<file path="src/rtl/audctl_pkg.sv">
package audctl_pkg;

    localparam int BYTE_W  = 8;
    localparam int SUB_W   = 4;
    localparam int INC_BIT = 4;

    typedef enum logic [2:0] {
        PH_IDLE,
        PH_ADDR,
        PH_SUB,
        PH_DATA,
        PH_SKIP
    } phase_e;

    // Bus events derived from the synchronised lines
    typedef struct packed {
        logic start;
        logic stop;
        logic scl_rise;
        logic scl_fall;
        logic sda;
    } bus_ev_t;

    // Write request from the byte engine to the register file
    typedef struct packed {
        logic              en;
        logic [SUB_W-1:0]  addr;
        logic [BYTE_W-1:0] data;
    } wr_req_t;

    function automatic logic [SUB_W-1:0] next_sub(input logic [SUB_W-1:0] s,
                                                 input logic inc);
        return inc ? (s + 1'b1) : s;
    endfunction

endpackage

</file>
<file path="src/rtl/i2c_line_sync.sv">
module i2c_line_sync
    import audctl_pkg::*;
#(
    parameter int STAGES = 2
) (
    input  logic    clk,
    input  logic    rst,
    input  logic    scl_in,
    input  logic    sda_in,
    output bus_ev_t ev
);

    // bit 1 = SCL, bit 0 = SDA; idle bus is high
    logic [1:0] stage_q [STAGES];
    logic [1:0] prev_q;
    logic [1:0] cur;

    always_ff @(posedge clk) begin
        if (rst) begin
            for (int i = 0; i < STAGES; i++) stage_q[i] <= 2'b11;
            prev_q <= 2'b11;
        end else begin
            stage_q[0] <= {scl_in, sda_in};
            for (int i = 1; i < STAGES; i++) stage_q[i] <= stage_q[i-1];
            prev_q <= stage_q[STAGES-1];
        end
    end

    assign cur = stage_q[STAGES-1];

    always_comb begin
        ev.start    = cur[1] & prev_q[1] & prev_q[0] & ~cur[0];
        ev.stop     = cur[1] & prev_q[1] & ~prev_q[0] & cur[0];
        ev.scl_rise = cur[1] & ~prev_q[1];
        ev.scl_fall = ~cur[1] & prev_q[1];
        ev.sda      = cur[0];
    end

endmodule

</file>
<file path="src/rtl/i2c_byte_engine.sv">
module i2c_byte_engine
    import audctl_pkg::*;
#(
    parameter logic [BYTE_W-1:0] DEV_ADDR = 8'h88,
    parameter int                NUM_REGS = 8
) (
    input  logic    clk,
    input  logic    rst,
    input  bus_ev_t ev,
    output logic    ack_drv,
    output wr_req_t wr
);

    localparam logic [3:0]     LAST_BIT  = 4'(BYTE_W);
    localparam logic [SUB_W:0] REG_LIMIT = (SUB_W+1)'(NUM_REGS);

    phase_e             phase;
    logic [3:0]         cnt;
    logic               in_ack;
    logic               ack_q;
    logic [BYTE_W-1:0]  shreg;
    logic [SUB_W-1:0]   ptr;
    logic               inc;

    always_ff @(posedge clk) begin
        if (rst) begin
            phase  <= PH_IDLE;
            cnt    <= '0;
            in_ack <= 1'b0;
            ack_q  <= 1'b0;
            shreg  <= '0;
            ptr    <= '0;
            inc    <= 1'b0;
            wr     <= '0;
        end else begin
            wr.en <= 1'b0;
            if (ev.start) begin
                phase  <= PH_ADDR;
                cnt    <= '0;
                in_ack <= 1'b0;
                ack_q  <= 1'b0;
            end else if (ev.stop) begin
                phase  <= PH_IDLE;
                cnt    <= '0;
                in_ack <= 1'b0;
                ack_q  <= 1'b0;
            end else if (phase != PH_IDLE) begin
                if (ev.scl_rise && !in_ack && cnt < LAST_BIT) begin
                    shreg <= {shreg[BYTE_W-2:0], ev.sda};
                    cnt   <= cnt + 1'b1;
                end else if (ev.scl_fall && in_ack) begin
                    in_ack <= 1'b0;
                    ack_q  <= 1'b0;
                    cnt    <= '0;
                end else if (ev.scl_fall && cnt == LAST_BIT) begin
                    in_ack <= 1'b1;
                    unique case (phase)
                        PH_ADDR: begin
                            if (shreg == DEV_ADDR) begin
                                ack_q <= 1'b1;
                                phase <= PH_SUB;
                            end else begin
                                phase <= PH_SKIP;
                            end
                        end
                        PH_SUB: begin
                            ack_q <= 1'b1;
                            ptr   <= shreg[SUB_W-1:0];
                            inc   <= shreg[INC_BIT];
                            phase <= PH_DATA;
                        end
                        PH_DATA: begin
                            ack_q <= 1'b1;
                            if ({1'b0, ptr} < REG_LIMIT) begin
                                wr.en   <= 1'b1;
                                wr.addr <= ptr;
                                wr.data <= shreg;
                            end
                            ptr <= next_sub(ptr, inc);
                        end
                        default: ;
                    endcase
                end
            end
        end
    end

    assign ack_drv = ack_q;

    AST_ACK_ONLY_ADDRESSED: assert property (@(posedge clk) disable iff (rst)
        ack_q |-> (phase == PH_SUB || phase == PH_DATA));
    AST_ACK_HELD_TO_FALL: assert property (@(posedge clk) disable iff (rst)
        $fell(ack_q) |-> $past(ev.scl_fall || ev.start || ev.stop));
    AST_SKIP_SILENT: assert property (@(posedge clk) disable iff (rst)
        (phase == PH_SKIP) |-> !ack_q);
    AST_WRITE_FROM_DATA: assert property (@(posedge clk) disable iff (rst)
        wr.en |-> phase == PH_DATA);

endmodule

</file>
<file path="src/rtl/audctl_regfile.sv">
module audctl_regfile
    import audctl_pkg::*;
#(
    parameter int NUM_REGS = 8
) (
    input  logic                       clk,
    input  logic                       rst,
    input  wr_req_t                    wr,
    output logic [NUM_REGS*BYTE_W-1:0] flat_o
);

    localparam logic [SUB_W:0] REG_LIMIT = (SUB_W+1)'(NUM_REGS);

    logic [BYTE_W-1:0] reg_q [NUM_REGS];

    always_ff @(posedge clk) begin
        if (rst) begin
            for (int i = 0; i < NUM_REGS; i++) reg_q[i] <= '0;
        end else if (wr.en) begin
            for (int i = 0; i < NUM_REGS; i++)
                if (wr.addr == i[SUB_W-1:0]) reg_q[i] <= wr.data;
        end
    end

    generate
        for (genvar g = 0; g < NUM_REGS; g++) begin : g_out
            assign flat_o[g*BYTE_W +: BYTE_W] = reg_q[g];
        end
    endgenerate

    AST_WR_IN_RANGE: assert property (@(posedge clk) disable iff (rst)
        wr.en |-> ({1'b0, wr.addr} < REG_LIMIT));
    AST_REG_HOLD: assert property (@(posedge clk) disable iff (rst)
        !wr.en |=> $stable(flat_o));

endmodule

</file>
<file path="src/rtl/audctl_i2c_regs.sv">
module audctl_i2c_regs
    import audctl_pkg::*;
#(
    parameter logic [7:0] DEV_ADDR    = 8'h88,
    parameter int         NUM_REGS    = 8,
    parameter int         SYNC_STAGES = 2
) (
    input  logic                  clk,
    input  logic                  rst,
    input  logic                  scl_in,
    input  logic                  sda_in,
    output logic                  sda_pull_low,
    output logic [NUM_REGS*8-1:0] ctrl_regs
);

    bus_ev_t ev;
    wr_req_t wr;

    i2c_line_sync #(.STAGES(SYNC_STAGES)) u_sync (
        .clk    (clk),
        .rst    (rst),
        .scl_in (scl_in),
        .sda_in (sda_in),
        .ev     (ev)
    );

    i2c_byte_engine #(.DEV_ADDR(DEV_ADDR), .NUM_REGS(NUM_REGS)) u_engine (
        .clk     (clk),
        .rst     (rst),
        .ev      (ev),
        .ack_drv (sda_pull_low),
        .wr      (wr)
    );

    audctl_regfile #(.NUM_REGS(NUM_REGS)) u_regs (
        .clk    (clk),
        .rst    (rst),
        .wr     (wr),
        .flat_o (ctrl_regs)
    );

endmodule

</file>
<file path="config.mk">
export PLATFORM = sky130hd
export DESIGN_NAME = audctl_i2c_regs
export DESIGN_NICKNAME = d
export VERILOG_FILES = /design/src/rtl/audctl_pkg.sv /design/src/rtl/i2c_line_sync.sv /design/src/rtl/i2c_byte_engine.sv /design/src/rtl/audctl_regfile.sv /design/src/rtl/audctl_i2c_regs.sv
export SDC_FILE = /design/constraint.sdc
export NUM_CORES = 1
export LEC_CHECK = 0
export ABC_AREA = 0
export BUFFER_PORTS_ARGS = -buffer_cell sky130_fd_sc_hd__buf_2
export CAP_MARGIN = 10
export CORE_ASPECT_RATIO = 0.8
export CORE_MARGIN = 3
export CORE_UTILIZATION = 60
export DETAILED_ROUTE_END_ITERATION = 10
export PLACE_DENSITY_LB_ADDON = 0.1
export SYNTH_ARGS = -nofsm -noshare
export SYNTH_HDL_FRONTEND = slang
export SYNTH_HIERARCHICAL = 1
export SYNTH_SLANG_ARGS = --single-unit
</file>
<file path="constraint.sdc">
create_clock -name clk -period 5.1 [get_ports clk]
set_clock_uncertainty 0.15 [all_clocks]
set_input_delay 0.255 -clock clk [delete_from_list [all_inputs] [get_ports clk]]
set_output_delay 0.255 -clock clk [all_outputs]
set_load 0.01 [all_outputs]
</file>
# Word-level counts from Yosys, hierarchy flattened

Memories as Yosys holds them, arrays and structs flattened.
Index checks and enable logic that the tools add are counted.

Add/sub/neg operators: 2
Magnitude comparators: 2
Equal/unequal tests: 16
Multiplexer cells: 64
Bitwise operators: 28
Reduce and logical (&&, ||, !) cells: 27

Operator list:

| cell                                                 | count |
|---|---|
| 2-to-1 mux 8 bit                                     | 8 |
| 2-to-1 mux 1 bit                                     | 46 |
| equality test 4 x 3 -> 1 bit (second input constant) | 4 |
| AND reduction 8 bit                                  | 2 |
| AND reduction 5 bit                                  | 3 |
| 2-to-1 mux 13 bit                                    | 1 |
| 2-to-1 mux 4 bit                                     | 3 |
| nonzero test 3 bit                                   | 4 |
| inverter 1 bit                                       | 11 |
| OR 1 bit                                             | 10 |
| adder 4 x 1 -> 4 bit (second input constant)         | 2 |
| equality test 4 x 2 -> 1 bit (second input constant) | 2 |
| equality test 8 bit (second input constant)          | 1 |
| less-than comparator 4 bit (second input constant)   | 2 |
| one-hot mux 4 bit (2 select lines)                   | 1 |
| nonzero test 2 bit                                   | 4 |
| OR reduction 8 bit                                   | 1 |
| AND 1 bit                                            | 7 |
| AND reduction 7 bit                                  | 1 |
| equality test 3 x 2 -> 1 bit (second input constant) | 2 |
| inequality test 3 bit (second input constant)        | 2 |
| one-hot mux 3 bit (2 select lines)                   | 1 |
| equality test 4 x 1 -> 1 bit (second input constant) | 1 |
| equality test 4 bit (second input constant)          | 1 |
| 15 further kinds                                     | 19 |

Register bits after elaboration: 37
RAM bits: 68
Output and inout port bits: 65
Logic and storage cells: 153
Memories kept: 2

Memories:

| memory         | words | bits a word | read ports | clocked after Yosys merged registers in | wr ports | line                 | text |
|---|---|---|---|---|---|---|---|
| u_regs.reg_q   | 8     | 8           | 8          | 0                                       | 8        | audctl_regfile.sv:14 | `logic [BYTE_W-1:0] reg_q [NUM_REGS];` |
| u_sync.stage_q | 2     | 2           | 2          | 0                                       | 2        | i2c_line_sync.sv:14  | `logic [1:0] stage_q [STAGES];` |

# Depth between registers and ports, before layout

An unclocked memory read counts as a cell.

Word-level depth: 10
Depth in mapped cells: 7

# Hierarchy

The synthesis kept the hierarchy.

By module, submodules not included:

| module          | times used | cells an instance | area an instance (sq um) | sequential area each (sq um) |
|---|---|---|---|---|
| audctl_regfile  | 1          | 154               | 2456.1                   | 1921.8 |
| i2c_byte_engine | 1          | 161               | 1592.8                   | 700.7 |
| i2c_line_sync   | 1          | 17                | 197.7                    | 120.1 |

# Worst setup path after synthesis

OpenSTA, ideal clock, no wires.

Kind: register to register
Start point: reg, netlist name u_engine/wr[10]
End point: mem u_regs.reg_q[0][0] (enable)
Library setup time: 0.375 ns
Arrival: 1.435 ns
Data required time: 4.575 ns
Path slack: 3.140 ns
Stages on the path, launching flop included: 5
Path buffers: 2
Period minus slack after synthesis: 1.960 ns
Cell sequence: dfxtp_1 or3b_1 buf_2 buf_6 o21bai_1

RTL lines:

| element   | line |
|---|---|
| to (decl) | audctl_regfile.sv:14 |

==> run_results.csv <==
group,metric,value,unit
run_status,outcome,"finished clean",
final_layout,layout.cells.non_filler,483,
clock_network,clk_root_buffer_cell,"clkbuf_8",
yosys,async_flop_share,0,
yosys,syn_inst,332,
floorplan,num_rows,26,
global_route,antenna_found_initial,0,
placement,dpl_cell_area,4587,µm²
yosys,ys_ff_latch,105,
global_route,grt_usage,0.2160,
placement,port_buffers,68,
final_layout,area_growth,12.91,%
placement,gp_congestion,0.8032,
final_layout,finalInstanceArea,4795,µm²
clock_network,cts_tree,"done",
worst_setup_path,crit_type,"flop to flop",
drt,via_per_inst,5.710,
final_layout,antenna_cells,0,
clock_network,cts_buffers,9,
sta,setup_viol,0,
placement,dp_cells,465,
yosys,synth-edff-count,64,
sta,fmax,0.4071,GHz
yosys,synthesis.area,4247,µm²
worst_setup_path,regToRegSetupSlack,2.64,ns
clock_network,h-tree-depth,3,
clock_network,cts_max_path_buffers,2,
drt,dr_total_vias,2758,
drt,wirelength,8472,µm
power_and_ir_drop,p_leak,0.001988,µW
sta,tns,0,ns
clock_network,cts_setup_buffers,0,
yosys,synth-main-ff-cell,"edfxtp_1",
global_route,grt_max_degree,53,
clock_network,clk_pin_slew,0.09,ns
yosys,syn_avg_cell_area,12.79,µm²
floorplan,die_height,81.25,µm
worst_setup_path,slowest_stage,"o21bai_1",
yosys,syn_nets,339,
drt,dr.pass1.iters,4,
sta,rsz0062_at_grt,"no",
min_path,holdCritPathClass,"flop to flop",
final_layout,fin_nets,401,
drt,wl_per_cell,17.54,µm
worst_setup_path,cp_data_required_time,4.94,ns
sta,fin_crit,2.456,ns
power_and_ir_drop,total_power,1455,µW
global_route,grt_pass1_vias,2554,
floorplan,die_w,100.1,µm
sta,tightestPinTransition,0.8544,ns
worst_setup_path,max_stage_delay,0.78,ns
worst_setup_path,cp_num_buf_inv,0,
clock_network,clk_latency,0.35,ns
worst_setup_path,cp_top_family,"compound AO/OA/AOI/OAI gates",
power_and_ir_drop,vdd_drop_max,0.2328,mV
sta,whs,0.2686,ns
worst_setup_path,endpoint_kind,"flop",
sta,relSlewSlack,0.4292,
floorplan,core,6636,µm²
sta,period_share,0.4816,
floorplan,die-area,8129,µm²
worst_setup_path,path_max_fanout,18,
yosys,ys_seq_area_frac,0.6458,
worst_setup_path,start_kind,"flop",
power_and_ir_drop,cellPowerDensity,303.5,nW/µm²
yosys,synth_warnings,6,
yosys,yosys.cell_types.count,53,
global_route,grt-ovfl-total,0,
global_route,grt_pass1_wl,13170,µm
placement,hpwlAfterDp,5925,µm
drt,dr.first_iter.drc_count,197,
clock_network,clock_sinks,105,
worst_setup_path,arrival,2.30,ns
sta,drv_slew,0,
floorplan,io_pins,69,
drt,drc,0,
floorplan,start_util,0.6399,
sta,hold_viol,0,
worst_setup_path,path_cells,"nand2b_1 > o21bai_1",
run,drv_cap,0,
final_layout,drive_gt1_frac,0.2556,
drt,postRouteAntennaNets,0,
==> timing repair <==
action	in CTS	in global routing
resized for setup	0	0
hold buffers	2	0
hold endpoints to repair	2	0
==> cell usage in the layout, fill, tap and decap left out, types with 3 or more instances in the layout <==
cell,n
nand4_1,3
or3_1,3
edfxtp_1,64
o21bai_1,7
nor3_1,41
inv_1,11
mux2i_1,22
clkbuf_8,10
buf_2,68
ha_1,3
a31oi_1,3
or2_1,6
nand2_1,6
and4b_1,3
nor2b_1,4
nand2b_1,11
a21oi_1,4
dfxtp_1,41
nand3_1,7
nor3_2,8
nor2_1,29
==> state kept, by name, summed over array words and instances (netlist names) <==
register and flops:
u_engine/ptr 4, u_regs/reg_q 64, u_engine/phase 3, u_sync/stage_q 4, u_engine/wr 13, u_engine/shreg 8, u_engine/cnt 4, u_engine/ack_drv 1
u_sync/prev_q 2, u_engine/inc 1, u_engine/in_ack 1
==> area by class of cell <==
cell class	instances	area, µm²
sequential	105	2743
timing repair buffer	70	360.3
clock buffer	10	137.6
inverter	12	45.04
tap	84	105.1
clock inverter	6	50.05
fill	470	1842
multi-input combinational	196	1354
==> cell families after synthesis <==
family | after synthesis | synth area share
buffers and inverters | 31 | 0.03536
DFF | 105 | 0.6458
xor gates and xnor gates | 1 | 0.002063
and+or+nand+nor | 143 | 0.2113
AOI/OAI and AO/OA | 26 | 0.04213
muxes | 23 | 0.05451
adders and majority gates | 3 | 0.008840
==> cell usage after synthesis (4+ instances only) <==
library cell | count | area share
clkbuf_1 | 6 | 0.0053
nand2b_1 | 11 | 0.016
inv_1 | 11 | 0.0097
buf_2 | 6 | 0.0071
mux2i_1 | 22 | 0.052
a21oi_1 | 4 | 0.0047
nand3_1 | 7 | 0.0082
or2_1 | 6 | 0.0088
o21bai_1 | 7 | 0.012
edfxtp_1 | 64 | 0.45
nor3_2 | 8 | 0.019
nand2_1 | 6 | 0.0053
nor2b_1 | 4 | 0.0059
dfxtp_1 | 41 | 0.19
nor2_1 | 29 | 0.026
nor3_1 | 41 | 0.048
==> per-stage QoR <==
step | worst slack, ns | utilization
after floorplan | 3.140 | -
after global placement | 2.792 | 0.6912
after detailed placement | 2.703 | 0.6912
after CTS | 2.664 | 0.7225
after global routing | 2.476 | 0.7225
final | 2.644 | 0.7225
==> worst paths after layout <==
kind,startpoint,cells past startpoint,end
setup / recovery,u_engine/wr[8],2,u_regs/reg_q[1][10]
hold / removal,u_sync/stage_q[0][1],1,u_sync/stage_q[0][3]
setup reg to reg,u_engine/wr[8],2,u_regs/reg_q[1][10]
hold reg to reg,u_sync/stage_q[0][1],1,u_sync/stage_q[0][3]
==> layer usage <==
| metal | GRT usage | vias up | wire [µm] | part of all wire |
|---|---|---|---|---|
| met1 | 0.2939 | 1304 | 3698 | 0.44 |
| met4 | 0.07268 | 0 | 132 | 0.016 |
| met3 | 0.05579 | 11 | 637 | 0.075 |
| met5 | 0 | - | 0 | 0 |
| met2 | 0.3415 | 106 | 4003 | 0.47 |
| li1 | - | 1337 | - | - |
==> report_power, final <==
part / switching [µW] / internal [µW] / total (µW)
sequential: 7.07 / 916 / 923
clock: 277 / 196 / 473
combinational: 38.4 / 20.9 / 59.3
total: 322 / 1130 / 1450
Note: power is estimated with default switching activity, not from simulation.
